<file path="config.mk">
export PLATFORM = sky130hd
export DESIGN_NAME = gpio_port
export DESIGN_NICKNAME = d
export VERILOG_FILES = /design/src/rtl/gpio_port_pkg.sv /design/src/rtl/gpio_in_sync.sv /design/src/rtl/gpio_cfg_regs.sv /design/src/rtl/gpio_pin_drive.sv /design/src/rtl/gpio_port.sv
export SDC_FILE = /design/constraint.sdc
export NUM_CORES = 1
export LEC_CHECK = 0
export ABC_AREA = 1
export BUFFER_PORTS_ARGS = -buffer_cell sky130_fd_sc_hd__buf_2
export CELL_PAD_IN_SITES_DETAIL_PLACEMENT = 1
export CELL_PAD_IN_SITES_GLOBAL_PLACEMENT = 2
export CORE_MARGIN = 10
export CORE_UTILIZATION = 31
export CTS_CLUSTER_DIAMETER = 50
export DETAILED_ROUTE_END_ITERATION = 6
export PLACE_DENSITY_LB_ADDON = 0.1
export SLEW_MARGIN = 20
export SYNTH_ARGS = -nofsm -noshare
export SYNTH_HDL_FRONTEND = slang
export SYNTH_SLANG_ARGS = --single-unit
</file>
<file path="constraint.sdc">
create_clock -name clk -period 1.6 [get_ports clk]
set_input_delay 0.08 -clock clk [delete_from_list [all_inputs] [get_ports clk]]
set_output_delay 0.08 -clock clk [all_outputs]
set_load 0.01 [all_outputs]
</file>
<file path="src/rtl/gpio_port_pkg.sv">
package gpio_port_pkg;
  localparam int NPIN   = 16;
  localparam int DW     = 32;
  localparam int ADDR_W = 6;
  localparam int IDX_W  = ADDR_W - 2;
  localparam int FLD2_W = 2 * NPIN;
  localparam int ALT_W  = 4 * NPIN;

  // word indices (byte offset / 4)
  localparam logic [IDX_W-1:0] IDX_MODE   = 4'd0;
  localparam logic [IDX_W-1:0] IDX_OTYPE  = 4'd1;
  localparam logic [IDX_W-1:0] IDX_SPEED  = 4'd2;
  localparam logic [IDX_W-1:0] IDX_PULL   = 4'd3;
  localparam logic [IDX_W-1:0] IDX_IN     = 4'd4;
  localparam logic [IDX_W-1:0] IDX_OUT    = 4'd5;
  localparam logic [IDX_W-1:0] IDX_SETCLR = 4'd6;
  localparam logic [IDX_W-1:0] IDX_LOCK   = 4'd7;
  localparam logic [IDX_W-1:0] IDX_ALTLO  = 4'd8;
  localparam logic [IDX_W-1:0] IDX_ALTHI  = 4'd9;

  typedef enum logic [1:0] {
    PM_INPUT  = 2'd0,
    PM_OUTPUT = 2'd1,
    PM_PERIPH = 2'd2,
    PM_ANALOG = 2'd3
  } pin_mode_e;

  typedef enum logic [1:0] {
    PL_NONE = 2'd0,
    PL_UP   = 2'd1,
    PL_DOWN = 2'd2,
    PL_RSVD = 2'd3
  } pull_e;
endpackage

</file>
<file path="src/rtl/gpio_in_sync.sv">
module gpio_in_sync #(
  parameter int W = 16
) (
  input  logic         clk,
  input  logic         rst,
  input  logic [W-1:0] async_i,
  output logic [W-1:0] sync_o
);
  logic [W-1:0] meta_q;

  always_ff @(posedge clk) begin
    if (rst) begin
      meta_q <= '0;
      sync_o <= '0;
    end else begin
      meta_q <= async_i;
      sync_o <= meta_q;
    end
  end
endmodule

</file>
<file path="src/rtl/gpio_cfg_regs.sv">
module gpio_cfg_regs
  import gpio_port_pkg::*;
#(
  parameter int N  = NPIN,
  parameter int AW = ADDR_W,
  parameter int W  = DW
) (
  input  logic              clk,
  input  logic              rst,
  input  logic              bus_sel,
  input  logic              bus_we,
  input  logic [AW-1:0]     bus_addr,
  input  logic [W-1:0]      bus_wdata,
  input  logic [N-1:0]      idr_i,
  output logic [W-1:0]      bus_rdata,
  output logic [2*N-1:0]    mode_q,
  output logic [N-1:0]      otype_q,
  output logic [2*N-1:0]    speed_q,
  output logic [2*N-1:0]    pull_q,
  output logic [N-1:0]      odr_q,
  output logic [4*N-1:0]    alt_q
);
  localparam int HALF = 2 * N;

  logic [AW-3:0] idx;
  logic          aligned;
  logic          wr_hit;
  logic [W-1:0]  rd_word;

  assign idx     = bus_addr[AW-1:2];
  assign aligned = (bus_addr[1:0] == 2'b00);
  assign wr_hit  = bus_sel & bus_we & aligned;

  always_ff @(posedge clk) begin
    if (rst) begin
      mode_q  <= '0;
      otype_q <= '0;
      speed_q <= '0;
      pull_q  <= '0;
      odr_q   <= '0;
      alt_q   <= '0;
    end else if (wr_hit) begin
      case (idx)
        IDX_MODE:   mode_q  <= bus_wdata[2*N-1:0];
        IDX_OTYPE:  otype_q <= bus_wdata[N-1:0];
        IDX_SPEED:  speed_q <= bus_wdata[2*N-1:0];
        IDX_PULL:   pull_q  <= bus_wdata[2*N-1:0];
        IDX_OUT:    odr_q   <= bus_wdata[N-1:0];
        // set half is ORed in last, so it wins over the clear half
        IDX_SETCLR: odr_q   <= (odr_q & ~bus_wdata[2*N-1:N]) | bus_wdata[N-1:0];
        IDX_ALTLO:  alt_q[HALF-1:0]     <= bus_wdata[HALF-1:0];
        IDX_ALTHI:  alt_q[2*HALF-1:HALF] <= bus_wdata[HALF-1:0];
        default: ;
      endcase
    end
  end

  always_comb begin
    rd_word = '0;
    case (idx)
      IDX_MODE:  rd_word = W'(mode_q);
      IDX_OTYPE: rd_word = W'(otype_q);
      IDX_SPEED: rd_word = W'(speed_q);
      IDX_PULL:  rd_word = W'(pull_q);
      IDX_IN:    rd_word = W'(idr_i);
      IDX_OUT:   rd_word = W'(odr_q);
      IDX_ALTLO: rd_word = W'(alt_q[HALF-1:0]);
      IDX_ALTHI: rd_word = W'(alt_q[2*HALF-1:HALF]);
      default:   rd_word = '0;
    endcase
  end

  always_ff @(posedge clk) begin
    if (rst) begin
      bus_rdata <= '0;
    end else if (bus_sel && !bus_we) begin
      bus_rdata <= aligned ? rd_word : '0;
    end
  end
endmodule

</file>
<file path="src/rtl/gpio_pin_drive.sv">
module gpio_pin_drive
  import gpio_port_pkg::*;
#(
  parameter int N = NPIN
) (
  input  logic           clk,
  input  logic           rst,
  input  logic [2*N-1:0] mode_q,
  input  logic [N-1:0]   otype_q,
  input  logic [2*N-1:0] speed_q,
  input  logic [2*N-1:0] pull_q,
  input  logic [N-1:0]   odr_q,
  input  logic [4*N-1:0] alt_q,
  input  logic [N-1:0]   periph_out,
  input  logic [N-1:0]   periph_oe,
  output logic [N-1:0]   pad_out,
  output logic [N-1:0]   pad_oe,
  output logic [N-1:0]   pad_od,
  output logic [N-1:0]   pad_pull_up,
  output logic [N-1:0]   pad_pull_dn,
  output logic [2*N-1:0] pad_speed,
  output logic [4*N-1:0] pad_af_sel
);
  for (genvar i = 0; i < N; i++) begin : g_pin
    pin_mode_e mode;
    pull_e     pull;
    logic      drv_val;
    logic      want_drive;

    always_comb begin
      mode       = pin_mode_e'(mode_q[2*i +: 2]);
      pull       = pull_e'(pull_q[2*i +: 2]);
      drv_val    = (mode == PM_PERIPH) ? periph_out[i] : odr_q[i];
      want_drive = (mode == PM_OUTPUT) || ((mode == PM_PERIPH) && periph_oe[i]);
    end

    always_ff @(posedge clk) begin
      if (rst) begin
        pad_out[i]     <= 1'b0;
        pad_oe[i]      <= 1'b0;
        pad_od[i]      <= 1'b0;
        pad_pull_up[i] <= 1'b0;
        pad_pull_dn[i] <= 1'b0;
      end else begin
        pad_out[i]     <= drv_val;
        pad_oe[i]      <= want_drive && (!otype_q[i] || !drv_val);
        pad_od[i]      <= otype_q[i];
        pad_pull_up[i] <= (mode != PM_ANALOG) && (pull == PL_UP);
        pad_pull_dn[i] <= (mode != PM_ANALOG) && (pull == PL_DOWN);
      end
    end
  end

  always_ff @(posedge clk) begin
    if (rst) begin
      pad_speed  <= '0;
      pad_af_sel <= '0;
    end else begin
      pad_speed  <= speed_q;
      pad_af_sel <= alt_q;
    end
  end
endmodule

</file>
<file path="src/rtl/gpio_port.sv">
module gpio_port
  import gpio_port_pkg::*;
(
  input  logic              clk,
  input  logic              rst,
  input  logic              bus_sel,
  input  logic              bus_we,
  input  logic [ADDR_W-1:0] bus_addr,
  input  logic [DW-1:0]     bus_wdata,
  output logic [DW-1:0]     bus_rdata,
  input  logic [NPIN-1:0]   pad_in,
  input  logic [NPIN-1:0]   periph_out,
  input  logic [NPIN-1:0]   periph_oe,
  output logic [NPIN-1:0]   pad_out,
  output logic [NPIN-1:0]   pad_oe,
  output logic [NPIN-1:0]   pad_od,
  output logic [NPIN-1:0]   pad_pull_up,
  output logic [NPIN-1:0]   pad_pull_dn,
  output logic [FLD2_W-1:0] pad_speed,
  output logic [ALT_W-1:0]  pad_af_sel
);
  logic [NPIN-1:0]   idr_q;
  logic [FLD2_W-1:0] mode_q;
  logic [NPIN-1:0]   otype_q;
  logic [FLD2_W-1:0] speed_q;
  logic [FLD2_W-1:0] pull_q;
  logic [NPIN-1:0]   odr_q;
  logic [ALT_W-1:0]  alt_q;

  gpio_in_sync #(.W(NPIN)) u_sync (
    .clk     (clk),
    .rst     (rst),
    .async_i (pad_in),
    .sync_o  (idr_q)
  );

  gpio_cfg_regs #(.N(NPIN), .AW(ADDR_W), .W(DW)) u_regs (
    .clk       (clk),
    .rst       (rst),
    .bus_sel   (bus_sel),
    .bus_we    (bus_we),
    .bus_addr  (bus_addr),
    .bus_wdata (bus_wdata),
    .idr_i     (idr_q),
    .bus_rdata (bus_rdata),
    .mode_q    (mode_q),
    .otype_q   (otype_q),
    .speed_q   (speed_q),
    .pull_q    (pull_q),
    .odr_q     (odr_q),
    .alt_q     (alt_q)
  );

  gpio_pin_drive #(.N(NPIN)) u_drive (
    .clk         (clk),
    .rst         (rst),
    .mode_q      (mode_q),
    .otype_q     (otype_q),
    .speed_q     (speed_q),
    .pull_q      (pull_q),
    .odr_q       (odr_q),
    .alt_q       (alt_q),
    .periph_out  (periph_out),
    .periph_oe   (periph_oe),
    .pad_out     (pad_out),
    .pad_oe      (pad_oe),
    .pad_od      (pad_od),
    .pad_pull_up (pad_pull_up),
    .pad_pull_dn (pad_pull_dn),
    .pad_speed   (pad_speed),
    .pad_af_sel  (pad_af_sel)
  );
endmodule

</file>
After elaboration in Yosys (flattened, before gate mapping)
Cells that the tools add are included.
{"block": "word_totals", "ff_bits": 432, "inputBits": 90}
{"block": "classes", "bitwise": 5, "eq_ne": 88, "reduce_logical": 140, "muxes": 19}
{"op": "$pmux W32 S8", "n": 1}
{"op": "$logic_and A1 B1 Y1", "n": 65}
{"op": "$eq A2 B1 Y1 const B", "n": 32}
{"op": "$eq A2 B2 Y1 const B", "n": 32}
{"op": "$logic_not A1 Y1", "n": 33}
{"op": "$logic_or A1 B1 Y1", "n": 32}
{"op": "$mux W32", "n": 1}
{"op": "$ne A2 B2 Y1 const B", "n": 16}
{"op": "$pmux W16 S2", "n": 1}
{"op": "$and A16 B16 Y16", "n": 1}
{"op": "$mux W1", "n": 16}
{"op": "$not A16 Y16", "n": 1}
{"op": "$or A16 B16 Y16", "n": 1}
{"op": "$reduce_and A2 Y1", "n": 7}
{"op": "$eq A4 B3 Y1 const B", "n": 3}
{"op": "$eq A4 B2 Y1 const B", "n": 2}
{"op": "$eq A4 B4 Y1 const B", "n": 2}
{"op": "$eq A4 B1 Y1 const B", "n": 1}
{"op": "$logic_not A4 Y1", "n": 1}
{"op": "$and A1 B1 Y1", "n": 2}
{"op": "$logic_not A2 Y1", "n": 1}
{"op": "$reduce_bool A2 Y1", "n": 1}

Logic depth before layout (Yosys ltp)
{"block": "depth", "word_depth": 5, "depth_mapped": 10, "ltp_nobuf": 8}

Modules after synthesis
A second synthesis with hierarchy kept.
{"block": "unflattened", "hier_cells": 2036, "area_unflattened_um2": 16111.7}
{"mod": "gpio_cfg_regs", "n_inst": 1, "seq_area_each_um2": 4484.3, "area_each_um2": 9510.4, "cells_per_inst": 1263}
{"mod": "gpio_pin_drive", "n_inst": 1, "seq_area_each_um2": 3523.4, "area_each_um2": 5686.7, "cells_per_inst": 674}
{"mod": "gpio_in_sync", "n_inst": 1, "seq_area_each_um2": 640.6, "area_each_um2": 914.6, "cells_per_inst": 99}

Least setup slack after synthesis
No wires, ideal clock.
{"block": "synth_timing", "path_kind": "input port to flip-flop", "start": "in bus_addr[1]", "end": "reg u_regs.pull_q[13]", "arrival_time_ns": 1.047, "setup_slack_ns": 0.425, "required_ns": 1.472, "stages": 7, "cell_sequence": "nor2_1 nand3_2 inv_2 nand3_2 inv_2 clkbuf_1 a21oi_1"}
{"block": "synth_between", "elab_chain_cells": 3}
{"item": "from (decl)", "line": "gpio_port.sv:8", "rtl": "input logic [ADDR_W-1:0] bus_addr,"}
{"item": "$logic_not A2 Y1", "line": "gpio_cfg_regs.sv:31", "rtl": "assign aligned = (bus_addr[1:0] == 2'b00);"}
{"item": "$and A1 B1 Y1", "line": "gpio_cfg_regs.sv:32", "rtl": "assign wr_hit = bus_sel & bus_we & aligned;"}
{"item": "$reduce_and A2 Y1 (no source line)"}
{"item": "to (signal assigned)", "line": "gpio_cfg_regs.sv:47", "rtl": "IDX_PULL: pull_q <= bus_wdata[2*N-1:0];"}
{"item": "to (decl)", "line": "gpio_cfg_regs.sv:19", "rtl": "output logic [2*N-1:0] pull_q,"}
No other way between the ends.
A chain may end at the register's enable or synchronous reset.

Worst setup path in the final report
{"block": "layout_timing", "start": "reg u_regs.mode_q[0]", "end": "reg u_drive.pad_out[0]"}
{"block": "layout_between", "elab_chain_cells": 2}
{"item": "from (decl)", "line": "gpio_cfg_regs.sv:16", "rtl": "output logic [2*N-1:0] mode_q,"}
{"item": "from (signal assigned)", "line": "gpio_cfg_regs.sv:44", "rtl": "IDX_MODE: mode_q <= bus_wdata[2*N-1:0];"}
{"item": "$eq A2 B2 Y1", "line": "gpio_pin_drive.sv:33", "rtl": "drv_val = (mode == PM_PERIPH) ? periph_out[i] : odr_q[i];"}
{"item": "$mux W1", "line": "gpio_pin_drive.sv:33"}
{"item": "to (signal, indexed assignment)", "line": "gpio_pin_drive.sv:45", "rtl": "pad_out[i] <= drv_val;"}
{"item": "to (decl)", "line": "gpio_pin_drive.sv:16", "rtl": "output logic [N-1:0] pad_out,"}
No other way between the ends.

==> flow_metrics.env <==
export IMPL_avgViaCountPerCell=4.78
export IMPL_fin_nets=2466
export IMPL_via_count=14800
export IMPL_io_buffers=297
export IMPL_grt_overflow=0
export IMPL_antenna_left=0
export IMPL_die_h_um=244
export IMPL_drtIter0Drc=808
export IMPL_core_area_mm2=0.0499
export IMPL_crit_path_max_fanout=5
export IMPL_die_area_mm2=0.0596
export IMPL_initial_core_util=0.312
export IMPL_grt_pass1_vias=15700
export IMPL_gr_usage_all_layers=0.208
export IMPL_finalHoldViolCount=0
export IMPL_slew_headroom=0.547
export IMPL_crit_required_ns=2.07
export IMPL_cts_root_buf="clkbuf_16"
export IMPL_worst_setup_path_start_kind="register"
export IMPL_finalCritPeriodShare=0.956
export IMPL_timing_fmax_mhz=654
export IMPL_clock_skew_ns=0.0207
export IMPL_grt_first_pass_wirelength_mm=95.2
export IMPL_synth_avg_cell_area_um2=7.89
export IMPL_avgRoutedWirePerCell_um=20.6
export IMPL_cts_sinks=432
export IMPL_end_kind="register"
export IMPL_path_class="register to register"
export IMPL_h_tree_depth=2
export IMPL_finalCriticalPeriod_ns=1.53
export IMPL_vdd_ir_drop_worst_v=0.000721
export IMPL_rsz0062_at_grt="no"
export IMPL_place_congestion=0.842
export IMPL_syn_num_nets=2064
export IMPL_slew_viol_final=0
export IMPL_cts_tree="done"
export IMPL_ctsLongestPathBuffers=3
export IMPL_r2r_cells=5
export IMPL_mostFrequentLayoutCells="424 x dfxtp_1, 296 x buf_2, 242 x nor2_1, 240 x a21oi_1, 216 x nand2_1"
export IMPL_final_common_cell="dfxtp_1"
export IMPL_critPathArrivalTime_ns=2.00
export IMPL_hp_class="primary input to register"
export IMPL_total_leakage_power_uw=0.00933
export IMPL_first_pass_iters=5
export IMPL_p_per_area_mw_per_mm2=1140
export IMPL_yosysWarnings=0
export IMPL_status="finished clean"
export IMPL_clock_latency_ns=0.60
export IMPL_yosys_register_bits=432
export IMPL_yosysSeqAreaShare=0.556
export IMPL_min_path_cells=5
export IMPL_path_clk_slew_ns=0.06
export IMPL_die_x_um=244
export IMPL_setup_viol_count_final=0
export IMPL_drv_cap=0
export IMPL_numCtsBuffers=51
export IMPL_totalNegativeSetupSlack_ns=0
export IMPL_drc=0
export IMPL_drive_gt1_frac=0.200
export IMPL_antenna_found_initial=4
export IMPL_grt_max_degree=122
export IMPL_hpwlAfterDp_mm=47.7
export IMPL_final_core_util=0.420
export IMPL_rows=82
export IMPL_synthCells=1974
export IMPL_io_pins=298
export IMPL_syn2layout_area_growth_pct=34.6
export IMPL_routed_wl_mm=63.7
export IMPL_ys_types=20
export IMPL_syn_area_mm2=0.0156
export IMPL_worst_slew_pin_transition_ns=0.680
## flip-flops by register name (all words and copies together) (netlist names), 32 cells and up
signal	cells
u_regs.mode_q	32
u_regs.speed_q	32
u_regs.pull_q	32
u_regs.alt_q	64
u_drive.pad_af_sel	64
u_drive.pad_speed	32
u_regs.bus_rdata	32
## layer usage
| metal | GRT usage | wire length, um | share of wire |
|---|---|---|---|
| met3 | 0.0428 | 2780 | 0.044 |
| met1 | 0.228 | 25300 | 0.40 |
| met5 | 0 | 54 | 0.00085 |
| met4 | 0.0566 | 1510 | 0.024 |
| met2 | 0.396 | 34000 | 0.53 |
## path summary, 6_finish.rpt
kind                                        start  slack [ns]                  to
worst max register to register   u_regs.mode_q[0]        0.07  u_drive.pad_out[0]
worst min-delay path                  bus_addr[4]         0.1    u_regs.mode_q[1]
worst max-delay path             u_regs.mode_q[0]        0.07  u_drive.pad_out[0]
worst min register to register  u_sync.meta_q[15]        0.40   u_sync.sync_o[15]
## report_power, final
| group | internal [uW] | total [uW] | switching (uW) |
|---|---|---|---|
| Combinational | 417 | 1170 | 752 |
| Clock | 7030 | 11800 | 4740 |
| Sequential | 10800 | 10900 | 39.2 |
| Total | 18300 | 23800 | 5530 |
## layout make-up
class	count	area, um^2
clock buffer	72	1470
multi-input combinational	1196	5580
sequential	432	8660
fill	6088	28900
inverter	220	830
antenna	1	2.50
timing repair buffer	475	3350
tap	672	841
clock inverter	20	233
## Yosys cell counts
master	count	share of area
a21oi_1	241	0.077
inv_2	7	0.0017
nor2_2	4	0.0016
mux2i_1	16	0.010
nand2_1	216	0.052
clkbuf_1	71	0.017
dfxtp_1	432	0.56
nor2_1	243	0.059
o21ai_0	122	0.039
clkinv_2	1	0.00032
buf_4	4	0.0019
buf_2	45	0.014
nor3_1	32	0.010
nor2_4	6	0.0043
nand3_2	2	0.0013
inv_1	212	0.051
o21ai_1	102	0.033
nand3_1	209	0.067
buf_1	6	0.0014
nand2_2	3	0.0012
## stage by stage
| stage | hold WS [ns] | cells | total power [uW] | worst slack, ns | cell area [um^2] |
|---|---|---|---|---|---|
| finish | 0.0976 | 3088 | 23800 | 0.0708 | 21000 |
| global route | 0.116 | 3087 | 24700 | 0.0107 | 21000 |
| CTS | 0.0769 | 3087 | 24100 | 0.0160 | 20900 |
| detailed placement | 0.289 | 2886 | 12100 | 0.0532 | 18200 |
| global placement | 0.288 | 2886 | 12100 | 0.0832 | 18200 |
| floorplan | 0.187 | 1974 | 11600 | 0.425 | 15600 |
## cells by family (layout without fill, tap and decap cells)
| kind of cell | after synthesis | count (layout) | synth area share |
|---|---|---|---|
| other | 0 | 1 | 0 |
| buffers and inverters | 346 | 787 | 0.0881 |
| AOI/OAI and AO/OA | 465 | 465 | 0.149 |
| and+or+nand+nor | 715 | 715 | 0.197 |
| DFF | 432 | 432 | 0.556 |
| muxes | 16 | 16 | 0.0103 |
## timing repair
action                                 CTS  global route
hold buffers                           109             0
endpoints found under the hold margin  247             0
setup endpoints to repair                0             6
buffers inserted                         0             0
gates resized for setup                  0            10
## worst max-delay path, stage by stage, from the launching register on
cell and delay (ns):
dfxtp_4 0.38, inv_1 0.05, nand2_1 0.08, mux2i_2 0.25, nor2_1 0.08, dlygate4sd3_1 0.58
No activity file was read; power rests on OpenSTA's default activity.
